--- src/rtl/dctprep_pkg.sv ---
package dctprep_pkg;

    // Block fill phase of the difference stage
    typedef enum logic {
        BLK_IDLE = 1'b0,
        BLK_FILL = 1'b1
    } blk_state_e;

    // g^e mod n, evaluated at elaboration for the reorder map
    function automatic int pow_mod(input int g, input int e, input int n);
        int r;
        r = 1;
        for (int i = 0; i < e; i++) begin
            r = (r * g) % n;
        end
        return r;
    endfunction

    // Extra bits so an N-term alternating sum cannot wrap
    function automatic int guard_bits(input int n);
        return $clog2(n);
    endfunction

endpackage

--- src/rtl/dctprep_recur.sv ---
module dctprep_recur
    import dctprep_pkg::*;
#(
    parameter int W  = 12,
    parameter int N  = 7,
    parameter int XW = W + 3
) (
    input  logic                   clk,
    input  logic                   rst,
    input  logic                   in_valid,
    input  logic                   in_first,
    input  logic [W-1:0]           in_sample,
    output logic                   blk_done,
    output logic [N-1:0][XW-1:0]   x_vec
);
    localparam int IW = $clog2(N);
    localparam logic [IW-1:0] START_CNT = IW'(N - 2);

    blk_state_e               state;
    logic [IW-1:0]            cnt;
    logic signed [XW-1:0]     acc;
    logic signed [XW-1:0]     y_ext;
    logic signed [XW-1:0]     x_now;
    logic                     accept;
    logic [N-2:0][XW-1:0]     chain;

    assign y_ext    = {{(XW-W){in_sample[W-1]}}, in_sample};
    assign x_now    = in_first ? y_ext : (y_ext - acc);
    assign accept   = in_valid && (in_first || (state == BLK_FILL));
    assign blk_done = in_valid && !in_first && (state == BLK_FILL) && (cnt == '0);

    always_ff @(posedge clk) begin
        if (rst) begin
            state <= BLK_IDLE;
            cnt   <= '0;
            acc   <= '0;
        end else if (accept) begin
            acc <= x_now;
            if (in_first) begin
                state <= BLK_FILL;
                cnt   <= START_CNT;
            end else if (cnt == '0) begin
                state <= BLK_IDLE;
            end else begin
                cnt <= cnt - 1'b1;
            end
        end
    end

    // Serial chain: newest difference enters at slot 0
    always_ff @(posedge clk) begin
        if (rst) begin
            chain <= '0;
        end else if (accept) begin
            chain <= {chain[N-3:0], x_now};
        end
    end

    // On the closing sample, d(j) sits in chain[j-1] and d(0) is x_now
    assign x_vec[0] = x_now;
    for (genvar j = 1; j < N; j++) begin : g_xvec
        assign x_vec[j] = chain[j-1];
    end

endmodule

--- src/rtl/dctprep_permlatch.sv ---
module dctprep_permlatch
    import dctprep_pkg::*;
#(
    parameter int N  = 7,
    parameter int G  = 3,
    parameter int XW = 15
) (
    input  logic                   clk,
    input  logic                   rst,
    input  logic                   load,
    input  logic [N-1:0][XW-1:0]   x_vec,
    output logic [XW-1:0]          hold_x0,
    output logic [N-2:0][XW-1:0]   hold_perm
);
    logic [N-2:0][XW-1:0] perm_next;

    // Fixed wiring: slot i-1 receives d(G^i mod N)
    for (genvar i = 1; i < N; i++) begin : g_map
        localparam int SRC = pow_mod(G, i, N);
        assign perm_next[i-1] = x_vec[SRC];
    end

    always_ff @(posedge clk) begin
        if (rst) begin
            hold_x0   <= '0;
            hold_perm <= '0;
        end else if (load) begin
            hold_x0   <= x_vec[0];
            hold_perm <= perm_next;
        end
    end

endmodule

--- src/rtl/dctprep_pairgen.sv ---
module dctprep_pairgen #(
    parameter int N  = 7,
    parameter int XW = 15
) (
    input  logic                                  clk,
    input  logic                                  rst,
    input  logic                                  start,
    input  logic [XW-1:0]                         hold_x0,
    input  logic [N-2:0][XW-1:0]                  hold_perm,
    output logic                                  out_valid,
    output logic                                  out_first,
    output logic [$clog2((N-1)/2+1)-1:0]          out_idx,
    output logic [XW-1:0]                         out_x0,
    output logic [XW:0]                           out_sum,
    output logic [XW:0]                           out_diff
);
    localparam int H  = (N - 1) / 2;
    localparam int KW = $clog2(H + 1);
    localparam logic [KW-1:0] K_LAST = KW'(H - 1);

    logic              active;
    logic [KW-1:0]     k;
    logic signed [XW:0] lo_op;
    logic signed [XW:0] hi_op;

    always_comb begin
        lo_op = {hold_perm[int'(k)][XW-1],     hold_perm[int'(k)]};
        hi_op = {hold_perm[int'(k) + H][XW-1], hold_perm[int'(k) + H]};
    end

    always_ff @(posedge clk) begin
        if (rst) begin
            active    <= 1'b0;
            k         <= '0;
            out_valid <= 1'b0;
            out_first <= 1'b0;
            out_idx   <= '0;
            out_x0    <= '0;
            out_sum   <= '0;
            out_diff  <= '0;
        end else begin
            out_valid <= active;
            if (active) begin
                out_first <= (k == '0);
                out_idx   <= k + 1'b1;
                out_x0    <= hold_x0;
                out_sum   <= lo_op + hi_op;
                out_diff  <= lo_op - hi_op;
                if (k == K_LAST) begin
                    active <= 1'b0;
                    k      <= '0;
                end else begin
                    k <= k + 1'b1;
                end
            end
            if (start) begin
                active <= 1'b1;
                k      <= '0;
            end
        end
    end

endmodule

--- src/rtl/dctprep_top.sv ---
module dctprep_top
    import dctprep_pkg::*;
#(
    parameter int W = 12,
    parameter int N = 7,
    parameter int G = 3
) (
    input  logic                                  clk,
    input  logic                                  rst,
    input  logic                                  in_valid,
    input  logic                                  in_first,
    input  logic [W-1:0]                          in_sample,
    output logic                                  out_valid,
    output logic                                  out_first,
    output logic [$clog2((N-1)/2+1)-1:0]          out_idx,
    output logic [W+$clog2(N)-1:0]                out_x0,
    output logic [W+$clog2(N):0]                  out_sum,
    output logic [W+$clog2(N):0]                  out_diff
);
    localparam int XW = W + guard_bits(N);

    logic                   blk_done;
    logic [N-1:0][XW-1:0]   x_vec;
    logic [XW-1:0]          hold_x0;
    logic [N-2:0][XW-1:0]   hold_perm;

    dctprep_recur #(.W(W), .N(N), .XW(XW)) u_recur (
        .clk       (clk),
        .rst       (rst),
        .in_valid  (in_valid),
        .in_first  (in_first),
        .in_sample (in_sample),
        .blk_done  (blk_done),
        .x_vec     (x_vec)
    );

    dctprep_permlatch #(.N(N), .G(G), .XW(XW)) u_latch (
        .clk       (clk),
        .rst       (rst),
        .load      (blk_done),
        .x_vec     (x_vec),
        .hold_x0   (hold_x0),
        .hold_perm (hold_perm)
    );

    dctprep_pairgen #(.N(N), .XW(XW)) u_pairs (
        .clk       (clk),
        .rst       (rst),
        .start     (blk_done),
        .hold_x0   (hold_x0),
        .hold_perm (hold_perm),
        .out_valid (out_valid),
        .out_first (out_first),
        .out_idx   (out_idx),
        .out_x0    (out_x0),
        .out_sum   (out_sum),
        .out_diff  (out_diff)
    );

endmodule

--- config.mk ---
export PLATFORM = sky130hd
export DESIGN_NAME = dctprep_top
export DESIGN_NICKNAME = d
export VERILOG_FILES = /design/src/rtl/dctprep_pkg.sv /design/src/rtl/dctprep_recur.sv /design/src/rtl/dctprep_permlatch.sv /design/src/rtl/dctprep_pairgen.sv /design/src/rtl/dctprep_top.sv
export SDC_FILE = /design/constraint.sdc
export NUM_CORES = 1
export LEC_CHECK = 0
export ABC_AREA = 1
export BUFFER_PORTS_ARGS = -buffer_cell sky130_fd_sc_hd__buf_2
export CAP_MARGIN = 5
export CORE_ASPECT_RATIO = 0.5
export CORE_MARGIN = 2
export CORE_UTILIZATION = 30
export CTS_CLUSTER_SIZE = 25
export DETAILED_ROUTE_END_ITERATION = 16
export GPL_TIMING_DRIVEN = 0
export PLACE_DENSITY = 0.42
export SLEW_MARGIN = 40
export SYNTH_ARGS = -nofsm -noshare
export SYNTH_HDL_FRONTEND = slang
export SYNTH_HIERARCHICAL = 1
export SYNTH_SLANG_ARGS = --single-unit
--- constraint.sdc ---
create_clock -name clk -period 3.6 [get_ports clk]
set_input_delay 0.36 -clock clk [delete_from_list [all_inputs] [get_ports clk]]
set_output_delay 0.36 -clock clk [all_outputs]
set_load 0.05 [all_outputs]
# After elaboration in Yosys (flattened, before gate mapping)
# Index checks and enable logic that the tools add are counted.
[word_totals] inputBits=16 register_bits=253 elab_cells=59 output_inout_bits=51
[op_classes] n_eq_ne=2 add_sub_neg=6 reduce_logical=12 magnitude_cmp=2 mux=14
[op_table] operator="2-to-1 mux 15 bit" n=4
[op_table] operator="binary-select mux 15 bit (select 3 bit)" n=1
[op_table] operator="less-than comparator 32 x 5 -> 1 bit (second input constant)" n=1
[op_table] operator="binary-select mux 15 bit (select 2 bit)" n=1
[op_table] operator="adder 15 x 15 -> 16 bit" n=1
[op_table] operator="subtractor 15 x 15 -> 16 bit" n=1
[op_table] operator="subtractor 12 x 15 -> 15 bit" n=1
[op_table] operator="2-to-1 mux 3 bit" n=2
[op_table] operator="2-to-1 mux 1 bit" n=5
[op_table] operator="logical AND 1 bit" n=4
[op_table] operator="less-than comparator 2 x 4 -> 1 bit (second input constant)" n=1
[op_table] operator="AND reduction 2 bit" n=2
[op_table] operator="adder 2 x 2 -> 3 bit (second input constant)" n=1
[op_table] operator="logical NOT 3 bit" n=1
[op_table] operator="subtractor 3 x 1 -> 3 bit (second input constant)" n=1
[op_table] operator="adder 2 x 1 -> 2 bit (second input constant)" n=1
[op_table] operator="== test 2 bit (second input constant)" n=1
[op_table] operator="logical NOT 2 bit" n=1
[op_table] operator="2-to-1 mux 2 bit" n=1
[op_table] operator="!= test 2 bit (second input constant)" n=1
[op_table] operator="nonzero test 2 bit" n=1
[op_table] operator="OR reduction 2 bit" n=1
[op_table] operator="logical NOT 1 bit" n=1
[op_table] operator="logical OR 1 bit" n=1

# Logic depth before layout (Yosys ltp)
[depth] depth_word=5 mapped_depth=25 depth_no_buf=21

# Cells and area by module
# The synthesis kept the hierarchy.
[modules_own_cells] module="dctprep_pairgen" instances=1 seq_area_each_um2=1061.0 cells_each=866 area_per_inst_um2=5132.4
[modules_own_cells] module="dctprep_recur" instances=1 seq_area_each_um2=1881.8 cells_each=651 area_per_inst_um2=4473.0
[modules_own_cells] module="dctprep_permlatch" instances=1 seq_area_each_um2=2102.0 cells_each=665 area_per_inst_um2=4344.2

# Worst setup path after synthesis
# Ideal clock, no wire load.
[synth_path] path_kind="register to register" start="reg u_pairs.k[0]" end="reg u_pairs.out_diff[14]" arrival_time_ns=3.056 stages_incl_launch_ff=25 required_time_ns=3.482 setup_time_ns=0.118 n_path_buf=5 path_slack_ns=0.426 synth_period_minus_slack_ns=3.174 cell_sequence="dfxtp_1 > inv_2 > buf_2 > clkbuf_1 > ha_1 > buf_6 > inv_2 > buf_6 > buf_6 > o21ai_0 > o22ai_1 > nand2_1 > o21ai_0 > ha_1 > fa_1 > inv_1 > nand3_1 > nand2_1 > nand2_1 > nand2_1 > nand2_1 > nand3_1 > nand2_1 > nor2_1 > nor2_1"
[synth_via] elab_chain_cells=5 elab_cells_between_ends=7 cone_classes="2 x add/sub; 5 x mux"
[synth_lines] item="start: declaration" line="dctprep_pairgen.sv:22" source="logic [KW-1:0] k;"
[synth_lines] item="start signal: assignment" line="dctprep_pairgen.sv:53" source="k <= k + 1'b1;"
[synth_lines] item="adder 2 x 2 -> 3 bit" line="dctprep_pairgen.sv:28" source="hi_op = {hold_perm[int'(k) + H][XW-1], hold_perm[int'(k) + H]};"
[synth_lines] item="binary-select mux 15 bit (select 3 bit)" line="dctprep_pairgen.sv:28"
[synth_lines] item="2-to-1 mux 15 bit (not written as such) (2 in a row)" line="dctprep_pairgen.sv:28"
[synth_lines] item="subtractor 15 x 15 -> 16 bit *" line="dctprep_pairgen.sv:48" source="out_diff <= lo_op - hi_op;"
[synth_lines] item="end signal: assignment" line="dctprep_pairgen.sv:48"
[synth_lines] item="end: declaration" line="dctprep_pairgen.sv:15" source="output logic [XW:0] out_diff"
# Mark *: on every way between the ends. The rest lies on a longest branch, timed or not. The select of a mux whose other input is x is not followed.
# A chain may end at the register's enable or synchronous reset.

# Final worst setup path
[layout_path] start="reg u_pairs.k[0]" end="reg u_pairs.out_sum[7]"
[layout_via] elab_chain_cells=5 elab_cells_between_ends=7 cone_classes="2 x add/sub; 5 x mux"
[layout_lines] item="adder 2 x 2 -> 3 bit" line="dctprep_pairgen.sv:28"
[layout_lines] item="binary-select mux 15 bit (select 3 bit)" line="dctprep_pairgen.sv:28"
[layout_lines] item="2-to-1 mux 15 bit (not written as such) (2 in a row)" line="dctprep_pairgen.sv:28"
[layout_lines] item="adder 15 x 15 -> 16 bit *" line="dctprep_pairgen.sv:47" source="out_sum <= lo_op + hi_op;"
[layout_lines] item="end signal: assignment" line="dctprep_pairgen.sv:47"
[layout_lines] item="end: declaration" line="dctprep_pairgen.sv:14" source="output logic [XW:0] out_sum,"
# Marked as above.

==> Implementation_results.wiki <==
{| class="wikitable"
! Metric !! Value
|-
| Outcome || completed
|-
| First-pass GRT wire length || 76.62 mm
|-
| IO buf count || 65
|-
| Num ports || 67
|-
| Seq. cell area || 0.005050 sq mm
|-
| Final weighted congestion of routability-driven global placement || 0.9253
|-
| Vias after detailed routing || 13259
|-
| Later-pin clock latency in the skew report || 580 ps
|-
| Top post-synthesis cells by area || sky130_fd_sc_hd__dfxtp_1 (36%), sky130_fd_sc_hd__nor2_1 (13%), sky130_fd_sc_hd__nand2_1 (13%)
|-
| Via count of the first global-routing pass || 12459
|-
| Routed vias/inst || 4.510
|-
| Path category of the worst min-delay check || primary input to flop
|-
| Count of endpoints failing setup in the final report || 0
|-
| Total net switching power || 2.390 mW
|-
| Number of optimization iterations in the first detailed-route pass || 5
|-
| Die span in x || 309.0 um
|-
| Fraction of final layout cells with drive strength greater than 1 || 12.88%
|-
| Per-instance average area after synthesis || 6.393 sq um
|-
| Slew Viols, Final || 0
|-
| Post-synthesis cell area || 0.01395 sq mm
|-
| Initial detailed-routing violation count || 1043
|-
| Number of antenna violations at the first check in global routing || 1
|-
| Flip-flop and latch count after synthesis || 252
|-
| Aggregate negative setup slack || 0 ps
|-
| Crit path kind || flop to flop
|-
| Quantity of hold-fixing buffers added after cts || 0
|-
| Non-filler cells, final || 2940
|-
| Area used by multi-input combinational logic || 0.007084 sq mm
|-
| Clock tree sinks || 252
|-
| Half-perimeter wire length after detailed placement || 39.59 mm
|-
| Required time of the worst setup path || 4090 ps
|-
| Sequential cell fraction of total power || 38.7%
|-
| Overall die area || 0.04834 sq mm
|-
| Period utilisation layout || 96.42%
|-
| # DRC || 0
|-
| Ant. Diodes || 0
|-
| Number of core rows || 55
|-
| Number of hold violations in the final report || 0
|-
| Register-to-Register Path Depth || 22
|-
| Area overhead of the layout relative to synthesis || 18.36%
|-
| Routed length per instance || 17.10 um
|-
| Maximum operating frequency || 288.1 MHz
|-
| Max-cap check violation count || 0
|-
| Crit path DAT || 3960 ps
|-
| Post-synth top cells || sky130_fd_sc_hd__nor2_1 (497), sky130_fd_sc_hd__nand2_1 (477), sky130_fd_sc_hd__inv_1 (320)
|-
| Number of nets produced by synthesis || 2250
|-
| Clock network fraction of total power || 42.5%
|-
| Leak pwr || 8.047 nW
|-
| Time the final worst path needs with I/O delays and setup || 3471 ps
|-
| Worst-Margin Slew || 740.3 ps
|-
| Most common cell in the netlist || sky130_fd_sc_hd__nor2_1
|-
| Clock slew seen by the registers of the worst setup and hold paths || 80 ps
|-
| RSZ-0062 raised after global routing || true
|-
| Number of nets at the end of the flow || 2361
|-
| Overall global routing resource usage || 20.93%
|-
| Share of the synthesized area in the top cell type || 36.16%
|-
| Core box area || 0.04556 sq mm
|-
| Internal power || 5.462 mW
|-
| Cell Pwr Density || 475.6 mW/mm^2
|-
| Nature of the critical path startpoint || flop
|-
| Fill cell count || 5135
|-
| Clock tree from TritonCTS || done
|-
| Nature of the critical path endpoint || flop
|-
| Comb power frac || 18.8%
|-
| H-tree levels || 1
|-
| Largest net degree at the start of global routing || 15
|-
| Starting utilization of the core area || 30.62%
|-
| Skew final || 23.66 ps
|-
| Sequential area share after synthesis || 36.16%
|-
| Count of yosys warnings during synthesis || 6
|-
| CP max FO || 11
|-
| Number of enable-type register cells in the synthesized netlist || 0
|-
| Number of stages on the worst hold path || 3
|-
| Number of instances in the synthesized netlist || 2182
|-
| Count of different cell masters after synthesis || 44
|-
| Clock buffer depth || 3
|-
| Most used flip-flop cell after synthesis || sky130_fd_sc_hd__dfxtp_1
|-
| Switching power as a share of total power || 30.44%
|-
| Grt total ovfl || 0
|-
| Worst slew margin || 50.38%
|-
| Height of the die || 156.5 um
|-
| Yosys top cell by area || sky130_fd_sc_hd__dfxtp_1
|-
| Final wirelength || 50.28 mm
|-
| Antenna Nets Post-Route || 0
|-
| TritonCTS buffer count || 27
|-
| Share of synthesized flip-flops with an asynchronous set or reset || 0%
|-
| Root buffer cell || sky130_fd_sc_hd__clkbuf_16
|-
| Placed Cells incl. Taps || 2874
|-
| Peak supply drop || 0.4042 mV
|}
[registers in the layout (all words and copies together) (netlist names), 2 cells and up]
name	flops
u_pairs/k	2
u_latch/hold_perm	90
u_pairs/out_diff	16
u_recur/cnt	3
u_latch/hold_x0	15
u_pairs/out_idx	2
u_recur/x_vec	90
u_pairs/out_x0	15
u_pairs/out_sum	15
[routing by layer]
metal	GRT usage (%)	part of all wire, %
met2	28.69	37
met4	3.699	1.8
met3	3.426	4.9
met1	33.55	56
met5	0	0
[critical path: stages (launching register included)]
cell and delay [ps]:
sky130_fd_sc_hd__dfxtp_4 370, sky130_fd_sc_hd__inv_4 70, sky130_fd_sc_hd__buf_8 150, sky130_fd_sc_hd__clkbuf_8 170, sky130_fd_sc_hd__ha_1 300, sky130_fd_sc_hd__buf_6 140
sky130_fd_sc_hd__inv_4 80, sky130_fd_sc_hd__buf_8 130, sky130_fd_sc_hd__buf_12 130, sky130_fd_sc_hd__nor2_1 60, sky130_fd_sc_hd__o22ai_2 230, sky130_fd_sc_hd__a32oi_2 140
sky130_fd_sc_hd__ha_1 320, sky130_fd_sc_hd__buf_4 160, sky130_fd_sc_hd__inv_1 70, sky130_fd_sc_hd__nand2_1 60, sky130_fd_sc_hd__nand2_1 60, sky130_fd_sc_hd__a21oi_1 160
sky130_fd_sc_hd__nand2_2 110, sky130_fd_sc_hd__buf_4 150, sky130_fd_sc_hd__xor2_1 130, sky130_fd_sc_hd__o21ai_0 140, sky130_fd_sc_hd__inv_1 50
[through the flow]
| step | power [mW] | setup slack (ps) | utilization (%) | instance area (sq um) | hold slack, ps |
|---|---|---|---|---|---|
| after floorplan | 4.047 | 425.9 | - | 13950 | 429.1 |
| after global placement | 4.481 | -877.4 | 33.06 | 15060 | 454.7 |
| after detailed placement | 4.484 | -860.7 | 33.07 | 15060 | 458.2 |
| after CTS | 7.857 | 12.28 | 35.64 | 16240 | 86.02 |
| after global routing | 8.237 | -11.83 | 36.24 | 16510 | 116.5 |
| final | 7.852 | 129.1 | 36.24 | 16510 | 113.5 |
[layout by cell type (no fill, tap or decap), drive strengths merged, types with 10 or more instances in the layout]
cell,n
dfxtp,252
clkbuf,68
nor2,502
a32oi,14
nand2,484
nand3,67
a21oi,96
xor2,10
ha,49
inv,335
o21ai,198
or2,16
buf,165
[power groups by stage]
stage | registers [mW] | clock network (mW) | logic (mW)
after floorplan | 3.10 | 0 | 0.944
after global placement | 3.10 | 0 | 1.38
after detailed placement | 3.10 | 0 | 1.38
after CTS | 3.04 | 3.41 | 1.41
after global routing | 3.06 | 3.52 | 1.66
final | 3.04 | 3.34 | 1.47
[what timing repair did]
action | in CTS | in global routing
endpoints found under the setup margin | 30 | 24
cloned | 0 | 1
setup buffers | 3 | 13
gates resized for setup | 31 | 40
pin swaps | 5 | 19
[area by class of cell]
cell class / instances / share of cell area (%)
multi-input cells: 1481 / 42.91
repair buffers: 82 / 2.849
flip-flops and latches: 252 / 30.59
clock inverters: 15 / 1.834
inverters: 332 / 7.608
plain buffers: 117 / 4.971
clock buffers: 34 / 4.494
well taps: 627 / 4.751
[cell families after synthesis]
family | after synthesis | share of synthesized area, %
simple gates | 1089 | 31.01
fa+ha+maj | 52 | 4.826
flops | 252 | 36.16
xor+xnor | 13 | 0.8162
compound gates | 327 | 12.75
buf+inv | 449 | 14.44
[path summary, 6_finish.rpt]
check | from | end | slack, ps
max reg2reg | u_pairs/k[0] | u_pairs/out_sum[7] | 130
max | u_pairs/k[0] | u_pairs/out_sum[7] | 130
min | in_valid | u_recur/state | 110
min reg2reg | u_recur/state | u_recur/state | 470
(Power assumes the default switching activity.)
